`config.mk`:
```
export PLATFORM = sky130hd
export DESIGN_NAME = dualwidth_sram
export DESIGN_NICKNAME = d
export VERILOG_FILES = /design/src/rtl/dws_pkg.sv /design/src/rtl/dws_ctrl.sv /design/src/rtl/dws_store.sv /design/src/rtl/dualwidth_sram.sv
export SDC_FILE = /design/constraint.sdc
export NUM_CORES = 1
export LEC_CHECK = 0
export BUFFER_PORTS_ARGS = -buffer_cell sky130_fd_sc_hd__buf_2
export CAP_MARGIN = 20
export CORE_MARGIN = 5
export CORE_UTILIZATION = 40
export CTS_CLUSTER_DIAMETER = 150
export CTS_CLUSTER_SIZE = 25
export DETAILED_ROUTE_END_ITERATION = 7
export HOLD_SLACK_MARGIN = 0.06
export PLACE_DENSITY = 0.66
export SYNTH_ARGS = -nofsm -noshare
export SYNTH_HDL_FRONTEND = slang
export SYNTH_SLANG_ARGS = --single-unit
```
`constraint.sdc`:
```
create_clock -name clk -period 2.2 [get_ports clk]
set_clock_uncertainty 0.2 [all_clocks]
set_input_delay 0.22 -clock clk [delete_from_list [all_inputs] [get_ports clk]]
set_output_delay 0.22 -clock clk [all_outputs]
set_load 0.01 [all_outputs]
```
`src/rtl/dws_pkg.sv`:
```
package dws_pkg;
    localparam int LANES = 2;

    typedef struct packed {
        logic [LANES-1:0] wr_lane;   // storage lanes updated this cycle
        logic [LANES-1:0] rd_pins;   // pin lanes to drive next cycle
        logic             byte_mode; // 8-bit organization active
        logic             byte_hi;   // byte mode: upper half addressed
    } dws_cmd_t;
endpackage

```
`src/rtl/dws_ctrl.sv`:
```
module dws_ctrl
    import dws_pkg::*;
(
    input  logic                ce_n_i,
    input  logic                ce_i,
    input  logic                oe_n_i,
    input  logic                we_n_i,
    input  logic [LANES-1:0]    lane_n_i,
    input  logic                wide_i,
    input  logic                addr_lsb_i,
    output dws_cmd_t            cmd_o
);
    logic selected;
    logic do_write;
    logic do_read;

    always_comb begin
        selected = !ce_n_i && ce_i && (lane_n_i != {LANES{1'b1}});
        do_write = selected && !we_n_i;
        do_read  = selected && we_n_i && !oe_n_i;

        cmd_o           = '0;
        cmd_o.byte_mode = !wide_i;
        cmd_o.byte_hi   = !wide_i && addr_lsb_i;

        if (do_write) begin
            if (wide_i) begin
                cmd_o.wr_lane = ~lane_n_i;
            end else begin
                cmd_o.wr_lane = addr_lsb_i ? 2'b10 : 2'b01;
            end
        end

        if (do_read) begin
            cmd_o.rd_pins = wide_i ? ~lane_n_i : 2'b01;
        end
    end
endmodule

```
`src/rtl/dws_store.sv`:
```
module dws_store
    import dws_pkg::*;
#(
    parameter int ADDR_W = 6,
    parameter int LANE_W = 8
) (
    input  logic                      clk,
    input  logic [ADDR_W-1:0]         addr_i,
    input  logic [LANES-1:0]          wr_lane_i,
    input  logic                      byte_mode_i,
    input  logic [LANES*LANE_W-1:0]   wdata_i,
    output logic [LANES*LANE_W-1:0]   word_o
);
    localparam int DEPTH = 1 << ADDR_W;

    for (genvar g = 0; g < LANES; g++) begin : g_lane
        logic [LANE_W-1:0] mem_q [DEPTH];
        logic [LANE_W-1:0] wval;

        // byte mode routes the low pins to whichever lane is addressed
        assign wval = byte_mode_i ? wdata_i[LANE_W-1:0]
                                  : wdata_i[g*LANE_W +: LANE_W];

        always_ff @(posedge clk) begin
            if (wr_lane_i[g]) begin
                mem_q[addr_i] <= wval;
            end
        end

        assign word_o[g*LANE_W +: LANE_W] = mem_q[addr_i];
    end
endmodule

```
`src/rtl/dualwidth_sram.sv`:
```
module dualwidth_sram
    import dws_pkg::*;
#(
    parameter int ADDR_W = 6,
    parameter int LANE_W = 8
) (
    input  logic                  clk,
    input  logic                  rst_n,
    input  logic                  wide_i,
    input  logic [ADDR_W-1:0]     addr_i,
    input  logic                  addr_lsb_i,
    input  logic                  ce_n_i,
    input  logic                  ce_i,
    input  logic                  oe_n_i,
    input  logic                  we_n_i,
    input  logic                  lane_lo_n_i,
    input  logic                  lane_hi_n_i,
    input  logic [2*LANE_W-1:0]   wdata_i,
    output logic [2*LANE_W-1:0]   rdata_o,
    output logic [2*LANE_W-1:0]   rdata_oe_o
);
    localparam int DATA_W = LANES * LANE_W;

    typedef struct packed {
        logic [DATA_W-1:0] data;
        logic [DATA_W-1:0] oe;
    } out_t;

    dws_cmd_t          cmd;
    logic [DATA_W-1:0] word;
    out_t              out_d;
    out_t              out_q;

    dws_ctrl i_ctrl (
        .ce_n_i     (ce_n_i),
        .ce_i       (ce_i),
        .oe_n_i     (oe_n_i),
        .we_n_i     (we_n_i),
        .lane_n_i   ({lane_hi_n_i, lane_lo_n_i}),
        .wide_i     (wide_i),
        .addr_lsb_i (addr_lsb_i),
        .cmd_o      (cmd)
    );

    dws_store #(
        .ADDR_W (ADDR_W),
        .LANE_W (LANE_W)
    ) i_store (
        .clk         (clk),
        .addr_i      (addr_i),
        .wr_lane_i   (cmd.wr_lane),
        .byte_mode_i (cmd.byte_mode),
        .wdata_i     (wdata_i),
        .word_o      (word)
    );

    always_comb begin
        out_d = '0;
        for (int l = 0; l < LANES; l++) begin
            if (cmd.rd_pins[l]) begin
                out_d.oe[l*LANE_W +: LANE_W] = '1;
                if (cmd.byte_mode) begin
                    out_d.data[l*LANE_W +: LANE_W] =
                        word[(cmd.byte_hi ? 1 : 0)*LANE_W +: LANE_W];
                end else begin
                    out_d.data[l*LANE_W +: LANE_W] = word[l*LANE_W +: LANE_W];
                end
            end
        end
    end

    always_ff @(posedge clk or negedge rst_n) begin
        if (!rst_n) begin
            out_q <= '0;
        end else begin
            out_q <= out_d;
        end
    end

    assign rdata_o    = out_q.data;
    assign rdata_oe_o = out_q.oe;

    AST_DESEL_QUIET: assert property (@(posedge clk) disable iff (!rst_n)
        !(!ce_n_i && ce_i) |=> (rdata_oe_o == '0));
    AST_NO_LANE_QUIET: assert property (@(posedge clk) disable iff (!rst_n)
        (lane_lo_n_i && lane_hi_n_i) |=> (rdata_oe_o == '0));
    AST_OE_OFF_QUIET: assert property (@(posedge clk) disable iff (!rst_n)
        oe_n_i |=> (rdata_oe_o == '0));
    AST_WRITE_QUIET: assert property (@(posedge clk) disable iff (!rst_n)
        !we_n_i |=> (rdata_oe_o == '0));
    AST_UNDRIVEN_ZERO: assert property (@(posedge clk) disable iff (!rst_n)
        ((rdata_o & ~rdata_oe_o) == '0));
    AST_BYTE_UPPER_IDLE: assert property (@(posedge clk) disable iff (!rst_n)
        !wide_i |=> (rdata_oe_o[DATA_W-1:LANE_W] == '0));
endmodule

```
==> impl_metrics.sql, run 1 <==
INSERT INTO impl_metrics (metric_group, metric, value, unit) VALUES
('status', 'outcome', 'finished, violations left', ''),
('status', 'violated_checks', 'setup timing', ''),
('layout', 'most-common-layout-cells', 'sky130_fd_sc_hd__edfxtp_1, sky130_fd_sc_hd__buf_4, sky130_fd_sc_hd__buf_12, sky130_fd_sc_hd__nor2_4, sky130_fd_sc_hd__mux2i_1', ''),
('worst_setup_path', 'timing.critical_path.arrival', '2.88', 'ns'),
('timing', 'setup_viol', '13', ''),
('synthesis', 'post_synth_inst_count', '2351', ''),
('die', 'design.core.area', '102000', 'um^2'),
('route', 'detail_route.drc_violations', '0', ''),
('route', 'first_iter_violations', '3293', ''),
('layout', 'final_layout_size_suffix_gt1_share', '34.5', '%'),
('die', 'initial_cell_density_of_the_core', '40.3', '%'),
('timing', 'max_slew_violation_count', '0', ''),
('clocking', 'clk_root_buffer_cell', 'sky130_fd_sc_hd__clkbuf_16', ''),
('route', 'detail_route.vias_per_cell', '6.06', ''),
('timing', 'final_hold_viol_count', '0', ''),
('place', 'dp_hpwl', '86.7', 'mm'),
('worst_setup_path', 'cp.required', '2.51', 'ns'),
('global_routing', 'grt_first_pass_wirelength', '181', 'mm'),
('synthesis', 'yosysUniqueCellTypes', '82', ''),
('synthesis', 'synthesis.area_per_instance', '17.5', 'um^2'),
('flow_run', 'cap_viol_max_count', '0', ''),
('clocking', 'cts_buffers', '47', ''),
('place', 'port_buffers', '63', ''),
('layout', 'finish.cell_count_without_fillers', '4205', ''),
('place', 'placement.setup.worst_slack', '-0.875', 'ns'),
('layout', 'mostFrequentLayoutCell', 'sky130_fd_sc_hd__edfxtp_1', ''),
('hold_path', 'min_path_cells', '3', ''),
('timing', 'postLayoutSetupSlackWorst', '-0.373', 'ns'),
('die', 'chipHeight', '330', 'um'),
('synthesis', 'ys.flop_type', 'sky130_fd_sc_hd__edfxtp_1', ''),
('die', 'num_rows', '117', ''),
('global_routing', 'grt_antenna_before_repair', '3', ''),
('worst_setup_path', 'worst-r2r-cell-count', '7', ''),
('synthesis', 'synth_fp_nets', '2383', ''),
('worst_setup_path', 'r2r_start', 'i_store.g_lane[1].mem_q[1][6]', ''),
('layout', 'nets', '2846', ''),
('synthesis', 'ys_top_cells_by_area', 'sky130_fd_sc_hd__edfxtp_1, sky130_fd_sc_hd__mux4_2, sky130_fd_sc_hd__mux2i_1, sky130_fd_sc_hd__a221oi_1, sky130_fd_sc_hd__a22oi_1', ''),
('route', 'vias', '25500', ''),
('clocking', 'clk_pin_slew', '0.10', 'ns'),
('timing', 'max_freq', '389', 'MHz'),
('pwr', 'p_leak', '16.7', 'nW'),
('synthesis', 'synth-edff-count', '1024', ''),
('place', 'placed_cells', '4118', ''),
('route', 'postRouteAntennaNets', '0', ''),
('pwr', 'power_per_cell_area', '691', 'nW/um^2'),
('global_routing', 'vias_in_the_first_global_route', '25000', ''),
('route', 'drt_pass1_iterations', '5', ''),
('worst_setup_path', 'critical_path.endpoint_type', 'flop', ''),
('synthesis', 'netlist_area', '41000', 'um^2'),
('route', 'post_drt_wl_per_cell', '30.2', 'um'),
('clocking', 'worst_skew_pair.late_latency', '0.65', 'ns'),
('clocking', 'cts_tree', 'yes', ''),
('worst_setup_path', 'start_kind', 'flop', ''),
('clocking', 'h-tree-depth', '2', ''),
('synthesis', 'synth_top_area_cell', 'sky130_fd_sc_hd__edfxtp_1', ''),
('global_routing', 'gr-total-overflow', '0', ''),
('hold_path', 'worstHoldPathType', 'in -> reg', ''),
('global_routing', 'grt_max_degree', '65', ''),
('synthesis', 'yosys.area.top_type_share', '74.9', '%'),
('worst_setup_path', 'critical_path.reg2reg.endpoint', 'rdata_o[6]', ''),
('synthesis', 'yosys_warnings', '0', ''),
('timing', 'min_period', '2.57', 'ns'),
('pwr', 'vdd_ir_drop_max', '0.533', 'mV'),
('timing', 'timing.slew.headroom', '39.3', '%'),
('clocking', 'cts.sink_count', '1042', ''),
('place', 'finalWeightedCongestion', '0.934', ''),
('synthesis', 'synth_async_sr_flop_share', '1.73', '%'),
('timing', 'grt_setup_unrepaired', 'true', ''),
('clocking', 'cts_buffer_depth', '3', ''),
('pwr', 'power.total', '35.1', 'mW'),
('timing', 'finalSetupTns', '-1.82', 'ns');
==> synth_stat cells (10+ instances only) <==
| library cell | number |
|---|---|
| sky130_fd_sc_hd__o22ai_1 | 25 |
| sky130_fd_sc_hd__nand3_1 | 22 |
| sky130_fd_sc_hd__a211oi_1 | 12 |
| sky130_fd_sc_hd__mux2_2 | 49 |
| sky130_fd_sc_hd__a221o_1 | 35 |
| sky130_fd_sc_hd__or3b_1 | 10 |
| sky130_fd_sc_hd__a221oi_1 | 91 |
| sky130_fd_sc_hd__nand3b_1 | 32 |
| sky130_fd_sc_hd__a22oi_1 | 93 |
| sky130_fd_sc_hd__clkbuf_1 | 52 |
| sky130_fd_sc_hd__nand2b_1 | 14 |
| sky130_fd_sc_hd__o211ai_1 | 12 |
| sky130_fd_sc_hd__nor2_1 | 158 |
| sky130_fd_sc_hd__a31oi_1 | 19 |
| sky130_fd_sc_hd__mux2i_1 | 101 |
| sky130_fd_sc_hd__a222oi_1 | 10 |
| sky130_fd_sc_hd__buf_1 | 12 |
| sky130_fd_sc_hd__nand2_1 | 57 |
| sky130_fd_sc_hd__nor3_1 | 18 |
| sky130_fd_sc_hd__buf_2 | 75 |
| sky130_fd_sc_hd__o21ai_0 | 26 |
| sky130_fd_sc_hd__buf_4 | 38 |
| sky130_fd_sc_hd__a22o_1 | 32 |
| sky130_fd_sc_hd__dfrtp_1 | 18 |
| sky130_fd_sc_hd__mux4_2 | 49 |
| sky130_fd_sc_hd__a21oi_1 | 73 |
| sky130_fd_sc_hd__edfxtp_1 | 1024 |
| sky130_fd_sc_hd__mux2_1 | 31 |
==> what timing repair did <==
| action | 4_1_cts | 5_1_grt |
|---|---|---|
| endpoints found under the hold margin | 284 | 0 |
| pin swaps | 21 | 18 |
| gates resized for setup | 47 | 20 |
| endpoints found under the setup margin | 15 | 16 |
| buffers inserted | 0 | 1 |
| hold buffers | 14 | 0 |
| cloned | 0 | 1 |
==> cell type report <==
cell class / instances / area, um^2
Clock inverter: 1 / 8.76
Clock buffer: 68 / 1300
Inverter: 7 / 31.3
Antenna cell: 3 / 7.51
Multi-Input combinational cell: 1125 / 10400
Timing Repair Buffer: 591 / 6130
Sequential cell: 1042 / 31200
Fill cell: 8242 / 51100
Tap cell: 1368 / 1710
==> worst max-delay path, cell delays in order, from the launching register on <==
cell and delay, ns:
sky130_fd_sc_hd__edfxtp_1 0.40, sky130_fd_sc_hd__mux4_2 0.47, sky130_fd_sc_hd__mux2i_1 0.29, sky130_fd_sc_hd__o22ai_1 0.22, sky130_fd_sc_hd__a211o_1 0.36, sky130_fd_sc_hd__a2111oi_4 0.23
sky130_fd_sc_hd__buf_4 0.19, sky130_fd_sc_hd__a221oi_2 0.06
==> per-stage QoR <==
stage | hold WS, ns | util, % | instance area (um^2)
final | 0.0673 | 49.9 | 50800
after floorplan | -0.276 | - | 42400
after global placement | -0.0152 | 48.1 | 49000
after global routing | 0.0678 | 49.9 | 50800
after CTS | 0.0716 | 49.7 | 50700
after detailed placement | -0.0143 | 48.1 | 49000
==> worst max path at each step <==
stage	depth (start not counted)	endpoint	slack, ns	from
after detailed placement	9	rdata_o[6]	-0.87	addr_i[2]
after global routing	7	rdata_o[0]	-0.35	i_store.g_lane[0].mem_q[25][0]
after global placement	9	rdata_o[0]	-0.84	addr_i[2]
final	7	rdata_o[6]	-0.37	i_store.g_lane[1].mem_q[1][6]
after floorplan	5	i_store.g_lane[0].mem_q[12][0]	-0.12	lane_lo_n_i
after CTS	7	rdata_o[6]	-0.37	i_store.g_lane[1].mem_q[29][6]
==> power breakdown <==
part | leakage, nW | total, mW | switching, mW | internal [mW]
logic | 6.60 | 3.18 | 1.98 | 1.20
clock network | 0.631 | 10.1 | 5.93 | 4.13
registers | 9.45 | 21.9 | 0.00943 | 21.9
==> state kept, by name (all words and copies together) (netlist names) <==
| signal | flops |
|---|---|
| rdata_o | 16 |
| rdata_oe_o | 2 |
| i_store.g_lane.mem_q | 1024 |
==> cells by family after synthesis <==
| logic type | count (synthesis) | share of synthesized area (%) |
|---|---|---|
| muxes | 230 | 7.35 |
| and+or+nand+nor | 383 | 4.80 |
| DFF | 1042 | 76.0 |
| AOI/OAI and AO/OA | 511 | 9.53 |
| buffers and inverters | 185 | 2.29 |
==> metal layers <==
metal / track usage (%) / vias up / share of wire, %
li1: - / 10500 / -
met1: 31.7 / 13100 / 39
met2: 37.0 / 1557 / 47
met3: 4.35 / 256 / 10
met4: 7.39 / 6 / 3.9
met5: 0 / - / 0.032
No activity file was read; power rests on OpenSTA's default activity.
==> run 2: changes to the inputs <==
--- a/config.mk
+++ b/config.mk
@@ -14,6 +14,7 @@
 export DETAILED_ROUTE_END_ITERATION = 7
 export HOLD_SLACK_MARGIN = 0.06
 export PLACE_DENSITY = 0.66
+export REMOVE_ABC_BUFFERS = 1
 export SYNTH_ARGS = -nofsm -noshare
 export SYNTH_HDL_FRONTEND = slang
 export SYNTH_SLANG_ARGS = --single-unit
==> impl_metrics.sql, run 2 (same netlist as run 1, synthesis figures left out) <==
INSERT INTO impl_metrics (metric_group, metric, value, unit) VALUES
('route', 'totalWireLength', '124', 'mm'),
('route', 'first_iter_violations', '3616', ''),
('worst_setup_path', 'timing.critical_path.fanout_max', '2', ''),
('worst_setup_path', 'ff2ff_setup_slack', '-0.27', 'ns'),
('hold_path', 'hold_path.startpoint', 'wdata_i[0]', ''),
('layout', 'syn2layout_area_growth', '19.1', '%'),
('worst_setup_path', 'crit_start', 'i_store.g_lane[1].mem_q[41][0]', ''),
('global_routing', 'vias_in_the_first_global_route', '24800', ''),
('clocking', 'h-tree-depth', '2', ''),
('clocking', 'clk_root_buffer_cell', 'sky130_fd_sc_hd__clkbuf_16', ''),
('timing', 'grt_setup_unrepaired', 'true', ''),
('route', 'postRouteAntennaNets', '0', ''),
('timing', 'postLayoutSetupSlackWorst', '-0.272', 'ns'),
('die', 'initial_cell_density_of_the_core', '40.3', '%'),
('place', 'dp_hpwl', '83.3', 'mm'),
('global_routing', 'grt_max_degree', '65', ''),
('status', 'violated_checks', 'setup timing', ''),
('timing', 'max_slew_violation_count', '0', ''),
('layout', 'mostFrequentLayoutCell', 'sky130_fd_sc_hd__edfxtp_1', ''),
('clocking', 'cts_buffers', '47', ''),
('layout', 'nets', '2864', ''),
('clocking', 'cts.sink_count', '1042', ''),
('pwr', 'power_per_cell_area', '712', 'nW/um^2'),
('place', 'port_buffers', '63', ''),
('status', 'outcome', 'finished, violations left', ''),
('route', 'detail_route.vias_per_cell', '6.05', ''),
('layout', 'final_layout_size_suffix_gt1_share', '29.5', '%'),
('global_routing', 'grt_antenna_before_repair', '7', ''),
('clocking', 'cts_buffer_depth', '3', ''),
('timing', 'setup_viol', '15', ''),
('worst_setup_path', 'worst-r2r-cell-count', '7', ''),
('place', 'finalWeightedCongestion', '0.929', ''),
('route', 'vias', '25600', ''),
('timing', 'worstMarginPinSlew', '0.912', 'ns'),
('clocking', 'worst_skew_pair.late_latency', '0.65', 'ns'),
('route', 'detail_route.drc_violations', '0', ''),
('clocking', 'clk_pin_slew', '0.10', 'ns'),
('worst_setup_path', 'timing.critical_path.arrival', '2.78', 'ns'),
('layout', 'finalInstanceArea', '48900', 'um^2'),
('hold_path', 'min_path_cells', '2', ''),
('global_routing', 'grt_usage', '22.3', '%'),
('timing', 'max_freq', '405', 'MHz'),
('route', 'drt_pass1_iterations', '6', ''),
('layout', 'final_core_utilization', '48.0', '%'),
('timing', 'min_period', '2.47', 'ns'),
('worst_setup_path', 'r2r_start', 'i_store.g_lane[1].mem_q[41][0]', ''),
('worst_setup_path', 'critical_path.reg2reg.endpoint', 'rdata_o[0]', ''),
('worst_setup_path', 'critical_path_class', 'reg -> reg', ''),
('worst_setup_path', 'critical_path.endpoint_type', 'flop', ''),
('die', 'num_rows', '117', ''),
('worst_setup_path', 'cp.required', '2.51', 'ns'),
('layout', 'most-common-layout-cells', 'sky130_fd_sc_hd__edfxtp_1, sky130_fd_sc_hd__buf_4, sky130_fd_sc_hd__nor2_1, sky130_fd_sc_hd__mux2i_1, sky130_fd_sc_hd__a22oi_1', ''),
('die', 'io_pins', '64', ''),
('clocking', 'cts_tree', 'yes', ''),
('timing', 'timing.slew.headroom', '39.0', '%'),
('place', 'placed_cell_area', '46900', 'um^2'),
('worst_setup_path', 'start_kind', 'flop', ''),
('global_routing', 'gr-total-overflow', '0', ''),
('route', 'post_drt_wl_per_cell', '29.5', 'um'),
('layout', 'register_bank_with_the_most_flops', 'i_store.g_lane.mem_q', ''),
('hold_path', 'min_delay_worst_endpoint', 'i_store.g_lane[0].mem_q[16][0]', ''),
('die', 'design.core.area', '102000', 'um^2'),
('layout', 'largest_reg_flops', '1024', ''),
('global_routing', 'grt_first_pass_wirelength', '179', 'mm'),
('timing', 'final.period_utilization', '112', '%'),
('pwr', 'vdd_ir_drop_max', '0.555', 'mV'),
('pwr', 'p_leak', '16.4', 'nW'),
('timing', 'final_hold_viol_count', '0', ''),
('hold_path', 'worstHoldPathType', 'in -> reg', ''),
('die', 'die_area', '109000', 'um^2'),
('die', 'die-width', '330', 'um'),
('die', 'chipHeight', '330', 'um'),
('flow_run', 'cap_viol_max_count', '0', '');
[run 2: changes by cell type in the layout (fill, tap and decap cells not counted), sizes merged]
cell	delta
diode	-1
buf	+23
inv	+1
nor2	-1
dlygate4sd3	-4
clkbuf	-1
[run 2: layout make-up]
class	count	area (um^2)
timing repair buffer	610	5260
antenna	2	5.00
tap	1368	1710
inverter	7	26.3
fill	8432	53000
clock inverter	2	17.5
sequential	1042	31200
clock buffer	67	1250
multi-input combinational	1124	9420
[run 2: how the worst max path moves through the flow]
stage	to	slack, ns
2_1_floorplan	rdata_o[7]	-1.03
3_3_place_gp	rdata_o[4]	-1.33
3_5_place_dp	rdata_o[4]	-1.41
4_1_cts	rdata_o[6]	-0.24
5_1_grt	rdata_o[6]	-0.34
6_report	rdata_o[0]	-0.27
[run 2: critical path, cell delays in order (launching register included)]
cell and delay, ns:
sky130_fd_sc_hd__edfxtp_1 0.38, sky130_fd_sc_hd__a221o_1 0.36, sky130_fd_sc_hd__a311oi_2 0.31, sky130_fd_sc_hd__buf_4 0.20
sky130_fd_sc_hd__or4b_4 0.47, sky130_fd_sc_hd__nor3_4 0.20, sky130_fd_sc_hd__buf_6 0.15, sky130_fd_sc_hd__a211oi_1 0.06
[run 2: timing repair]
item / in CTS / in global routing
endpoints found under the hold margin: 176 / 0
gates resized for setup: 60 / 26
setup buffers: 8 / 3
pin swaps: 29 / 17
hold buffers: 10 / 0
setup endpoints to repair: 16 / 16
[run 2: through the flow]
step	hold WS, ns	power [mW]	setup slack (ns)	instances	TNS, ns
final	0.0653	34.8	-0.272	4222	-1.60
after global placement	-0.0284	25.1	-1.33	4133	-300.12
after floorplan	-0.276	23.3	-1.03	2173	-390.14
after detailed placement	-0.0110	25.2	-1.41	4133	-326.26
after global routing	0.0818	35.7	-0.335	4221	-2.30
after CTS	0.0661	34.8	-0.243	4218	-1.44
[run 2: where the power goes]
group          total (mW)  switching (mW)  internal, mW  leakage (nW)
Clock                9.87            5.87          3.99         0.612
Combinational        3.09            1.90          1.19          6.31
Sequential           21.9         0.00913          21.9          9.45
[run 2: routing by layer]
metal / part of all wire, % / track usage, %
met1: 38 / 31.1
met2: 46 / 35.4
met3: 12 / 4.66
met4: 4.1 / 7.47
met5: 0.022 / 0
